==> src/rtl/adc_frame_pkg.sv <==
package adc_frame_pkg;
  localparam int FRAME_LEN = 16;
  localparam int RES_W     = 8;
  localparam int ADDR_W    = 8;

  typedef enum logic [2:0] {
    ST_IDLE,
    ST_LOW,
    ST_HIGH,
    ST_TAIL,
    ST_GAP
  } frame_state_e;
endpackage

==> src/rtl/adc_half_tick.sv <==
module adc_half_tick #(
  parameter int CLK_DIV = 4
) (
  input  logic clk,
  input  logic rst_n,
  input  logic run,
  output logic tick
);
  localparam int CW = (CLK_DIV > 1) ? $clog2(CLK_DIV) : 1;
  localparam logic [CW-1:0] LAST = CW'(CLK_DIV - 1);

  logic [CW-1:0] cnt;

  assign tick = run && (cnt == LAST);

  always_ff @(posedge clk or negedge rst_n) begin
    if (!rst_n)        cnt <= '0;
    else if (!run)     cnt <= '0;
    else if (tick)     cnt <= '0;
    else               cnt <= cnt + 1'b1;
  end
endmodule

==> src/rtl/adc_addr_encoder.sv <==
module adc_addr_encoder
  import adc_frame_pkg::*;
#(
  parameter int MUX_BITS = 3,
  localparam int CHAN_W = (MUX_BITS == 0) ? 1 : MUX_BITS
) (
  input  logic [CHAN_W-1:0] chan,
  input  logic              diff,
  output logic [ADDR_W-1:0] addr_byte
);
  generate
    if (MUX_BITS == 0) begin : g_none
      logic unused_in;
      assign unused_in = ^{chan, diff};
      assign addr_byte = '0;
    end else begin : g_addr
      logic [ADDR_W-1:0] word;
      always_comb begin
        word = ADDR_W'(1) << (MUX_BITS + 1);
        if (!diff) word = word | (ADDR_W'(1) << MUX_BITS);
        word = word | (ADDR_W'(chan[0]) << (MUX_BITS - 1));
        if (MUX_BITS > 1) word = word | ADDR_W'(chan >> 1);
      end
      // extra left shift lines the result MSB up with frame bit 9
      assign addr_byte = word << 1;
    end
  endgenerate
endmodule

==> src/rtl/adc_rx_capture.sv <==
module adc_rx_capture
  import adc_frame_pkg::*;
#(
  parameter int MUX_BITS = 3
) (
  input  logic             clk,
  input  logic             rst_n,
  input  logic             clear,
  input  logic             shift_en,
  input  logic             din,
  output logic [RES_W-1:0] result
);
  logic [FRAME_LEN-1:0] sh;

  always_ff @(posedge clk or negedge rst_n) begin
    if (!rst_n)        sh <= '0;
    else if (clear)    sh <= '0;
    else if (shift_en) sh <= {sh[FRAME_LEN-2:0], din};
  end

  generate
    if (MUX_BITS == 0) begin : g_fixed
      // skip the tri-state bit and the leading zero
      assign result = sh[FRAME_LEN-3 -: RES_W];
    end else begin : g_addr
      assign result = sh[RES_W-1:0];
    end
  endgenerate
endmodule

==> src/rtl/adc_frame_master.sv <==
module adc_frame_master
  import adc_frame_pkg::*;
#(
  parameter int MUX_BITS = 3,
  parameter int CLK_DIV  = 4,
  localparam int CHAN_W = (MUX_BITS == 0) ? 1 : MUX_BITS
) (
  input  logic              clk,
  input  logic              rst_n,
  input  logic              req_valid,
  output logic              req_ready,
  input  logic [CHAN_W-1:0] req_chan,
  input  logic              req_diff,
  output logic              res_valid,
  output logic [RES_W-1:0]  res_data,
  output logic              busy,
  output logic              cs_n,
  output logic              sclk,
  output logic              dout,
  input  logic              din
);
  localparam int IDX_W = $clog2(FRAME_LEN);
  localparam logic [IDX_W-1:0] LAST_BIT = IDX_W'(FRAME_LEN - 1);

  frame_state_e         state;
  logic                 tick;
  logic                 accept;
  logic                 sample_en;
  logic                 gap_half;
  logic [IDX_W-1:0]     bit_idx;
  logic [FRAME_LEN-1:0] tx_sh;
  logic [ADDR_W-1:0]    addr_byte;
  logic [RES_W-1:0]     rx_result;

  assign busy      = (state != ST_IDLE);
  assign req_ready = !busy;
  assign accept    = req_valid && req_ready;
  assign sample_en = (state == ST_LOW) && tick;
  assign dout      = tx_sh[FRAME_LEN-1];

  adc_half_tick #(.CLK_DIV(CLK_DIV)) u_tick (
    .clk  (clk),
    .rst_n(rst_n),
    .run  (busy),
    .tick (tick)
  );

  adc_addr_encoder #(.MUX_BITS(MUX_BITS)) u_enc (
    .chan     (req_chan),
    .diff     (req_diff),
    .addr_byte(addr_byte)
  );

  adc_rx_capture #(.MUX_BITS(MUX_BITS)) u_rx (
    .clk     (clk),
    .rst_n   (rst_n),
    .clear   (accept),
    .shift_en(sample_en),
    .din     (din),
    .result  (rx_result)
  );

  always_ff @(posedge clk or negedge rst_n) begin
    if (!rst_n) begin
      state     <= ST_IDLE;
      cs_n      <= 1'b1;
      sclk      <= 1'b0;
      tx_sh     <= '0;
      bit_idx   <= '0;
      gap_half  <= 1'b0;
      res_valid <= 1'b0;
      res_data  <= '0;
    end else begin
      res_valid <= 1'b0;
      unique case (state)
        ST_IDLE: begin
          if (accept) begin
            cs_n    <= 1'b0;
            tx_sh   <= {addr_byte, {(FRAME_LEN-ADDR_W){1'b0}}};
            bit_idx <= '0;
            state   <= ST_LOW;
          end
        end
        ST_LOW: begin
          if (tick) begin
            sclk  <= 1'b1;
            state <= ST_HIGH;
          end
        end
        ST_HIGH: begin
          if (tick) begin
            sclk <= 1'b0;
            if (bit_idx == LAST_BIT) begin
              state <= ST_TAIL;
            end else begin
              bit_idx <= bit_idx + 1'b1;
              tx_sh   <= tx_sh << 1;
              state   <= ST_LOW;
            end
          end
        end
        ST_TAIL: begin
          if (tick) begin
            cs_n      <= 1'b1;
            tx_sh     <= '0;
            res_valid <= 1'b1;
            res_data  <= rx_result;
            gap_half  <= 1'b0;
            state     <= ST_GAP;
          end
        end
        ST_GAP: begin
          if (tick) begin
            if (gap_half) state <= ST_IDLE;
            else          gap_half <= 1'b1;
          end
        end
        default: state <= ST_IDLE;
      endcase
    end
  end
endmodule

==> config.mk <==
export PLATFORM = sky130hd
export DESIGN_NAME = adc_frame_master
export DESIGN_NICKNAME = d
export VERILOG_FILES = /design/src/rtl/adc_frame_pkg.sv /design/src/rtl/adc_half_tick.sv /design/src/rtl/adc_addr_encoder.sv /design/src/rtl/adc_rx_capture.sv /design/src/rtl/adc_frame_master.sv
export SDC_FILE = /design/constraint.sdc
export NUM_CORES = 1
export LEC_CHECK = 0
export ABC_AREA = 1
export BUFFER_PORTS_ARGS = -buffer_cell sky130_fd_sc_hd__clkbuf_2
export CAP_MARGIN = 40
export CORE_MARGIN = 2
export CORE_UTILIZATION = 45
export DETAILED_ROUTE_END_ITERATION = 16
export PLACE_DENSITY = 0.72
export SLEW_MARGIN = 20
export SYNTH_ARGS = -nofsm -noshare
export SYNTH_HDL_FRONTEND = slang
export SYNTH_SLANG_ARGS = --single-unit
==> constraint.sdc <==
create_clock -name clk -period 1.9 [get_ports clk]
set_input_delay 0.095 -clock clk [delete_from_list [all_inputs] [get_ports clk]]
set_output_delay 0.095 -clock clk [all_outputs]
set_load 0.005 [all_outputs]
==> run summary <==
Outcome: finished, final reports clean
Die X: 65.9 µm
Netlist Area Pre-Place: 0.00172 mm²
Critical Path RT: 2070 ps
Final max-slew violation count: 0
CP Class: register to register
Residual DRC: 0
Final Hold Vio Count: 0
Tmin final: 1610 ps
Min-Delay Path Class: input port to register
Gate Count Post-Synth: 186
Synth unique cells: 26
IO buf count: 21
CTS Buffer Depth: 2
Crit share post-route: 0.849
Register area share after synthesis: 0.524
Max Clock Freq: 0.620 GHz
Global-route wire length before repair: 5.79 mm
Share of layout cells above drive strength 1: 0.282
Finished Layout Cells: 264
MaxCap Viol Count: 0
Worst vdd ir: 0.470 mV
Largest net degree at the start of global routing: 18
Core ar.: 0.00366 mm²
Dpl ws: 324 ps
Layout area overhead: 16.0%
Power Density: 738 mW/mm²
CTS Buf Count: 5
Clk_lat worst skew: 290 ps
HPWL after DPL: 2.43 mm
ANT cells: 0
Total wire length: 3.23 mm
Vias: 1300
Initial Util: 0.470
Number of cells on the worst hold path: 3
Leakage: 1.03 nW
# H-tree levels: 2
Worst-case reg-to-reg path depth: 6
Crit path from: state[0]
Gr ovfl total: 0
Commonest non-fill, non-tap cells in the layout: nand2_1 (55), dfrtp_1 (35), clkbuf_2 (21), inv_1 (20), nand3_1 (12)
Fill count: 347
Post-Syn Area per Cell: 9.26 µm²
TNS Setup: 0 ps
Root Driver: clkbuf_8
Clock-pin slew on the worst setup and hold paths: 70 ps
RSZ-0062 raised after global routing: no
WL/cell: 12.2 µm
Detailed Routing Iterations Pass 1: 4
Worst Setup Slack, final: 286 ps
Final setup vio count: 0
Gpl congestion: 0.819
Post-Place Cells: 255
CTS tree: built
Die Span Y: 65.9 µm
Worst EP arrival: 1790 ps
CP Launch Type: register
Reg-to-reg slack, setup: 290 ps
Std-Cell Rows: 22
R2r endpoint: tx_sh[15]
Yosys warning total: 0
Die area: 0.00434 mm²
CP Capture Type: register
Worst reg2reg startpoint: state[0]
Clk sinks: 36
Commonest non-fill, non-tap cell in the layout: nand2_1
Antenna Nets Post-Route: 0
Nets: 225
Initial antenna violation count: 0
Mapped Nets: 196
DR vias/cell: 4.92
GRT Util Overall: 0.181
Io pins: 22
Worst-path maximum fanout: 8
Crit path to: tx_sh[15]
Measured slew at the worst slew-check pin: 355 ps
Total power: 1.47 mW
Setup Skew: 6.20 ps
1st-iter DRT viols: 111
FF+latch count, synth: 36
Hold Crit Start: din
Max_slew headroom: 0.763
Vias in the first global route: 1284
## power breakdown
| part | leakage (nW) | switching, mW | internal, mW | total, mW |
|---|---|---|---|---|
| logic | 0.515 | 0.0290 | 0.0152 | 0.0442 |
| clock network | 0.0552 | 0.266 | 0.389 | 0.655 |
| registers | 0.458 | 0.00167 | 0.774 | 0.775 |
| total | 1.03 | 0.297 | 1.18 | 1.47 |
## per-stage QoR
stage | hold slack (ps) | instance area (µm²) | utilization
global route | 91.8 | 2000 | 0.545
finish | 92.0 | 2000 | 0.545
detailed placement | -3.11 | 1880 | 0.513
CTS | 86.0 | 2000 | 0.545
global placement | -7.36 | 1880 | 0.513
floorplan | -201 | 1720 | -
## Yosys cell counts, drive strengths merged
master / number / area share
buf: 3 / 0.017
dfrtp: 35 / 0.51
dfstp: 1 / 0.015
ha: 2 / 0.015
inv: 23 / 0.052
nand2: 63 / 0.15
nand3: 13 / 0.041
nand3b: 5 / 0.024
nand4: 4 / 0.022
nor2: 11 / 0.048
nor3: 3 / 0.015
o21ai: 14 / 0.058
o22ai: 9 / 0.033
## cell type report
class,instances,area (µm²),share of cell area
clock buffer,6,72.6,0.0363
multi-input combinational,124,701,0.351
clock inverter,2,35.0,0.0175
tap,48,60.1,0.0301
sequential,36,902,0.452
timing repair buffer,25,138,0.0689
inverter,23,88.8,0.0445
## repair_timing
item | 4_1_cts | 5_1_grt
resized for setup | 0 | 0
hold buffers | 1 | 0
hold endpoints to repair | 10 | 0
setup buffers | 0 | 0
## sequential cells by signal, indices dropped and copies added (netlist names)
name and cells:
res_valid 1, state 3, sclk 1, bit_idx 4, cs_n 1, res_data 8, tx_sh 7, u_tick.cnt 2
u_rx.sh 8, gap_half 1
## worst min path at each step
stage | end
final | u_rx.sh[0]
after global routing | u_rx.sh[0]
after CTS | u_rx.sh[0]
after detailed placement | u_rx.sh[5]
after global placement | u_rx.sh[6]
after floorplan | bit_idx[0]
## worst max-delay path, stage by stage, from the launching register on
cell and delay [ps]:
dfrtp_1 500, nor2_4 240, inv_1 130, nand2_2 190, nand4_2 250, nand2_1 130
nand2_1 60
## per-layer routing
| metal | GRT usage | wire length (µm) |
|---|---|---|
| met3 | 0.0511 | 103 |
| met2 | 0.274 | 1540 |
| met5 | 0 | 0 |
| met1 | 0.243 | 1530 |
| met4 | 0.0807 | 65 |
## cells by family (layout without fill, tap and decap cells)
family / count (synthesis) / count (layout) / synth area share
DFF: 36 / 36 / 0.524
and+or+nand+nor: 99 / 99 / 0.302
AOI/OAI and AO/OA: 23 / 23 / 0.0908
adders and majority gates: 2 / 2 / 0.0145
buffers and inverters: 26 / 56 / 0.0690
Note: power is estimated with default switching activity, not from simulation.
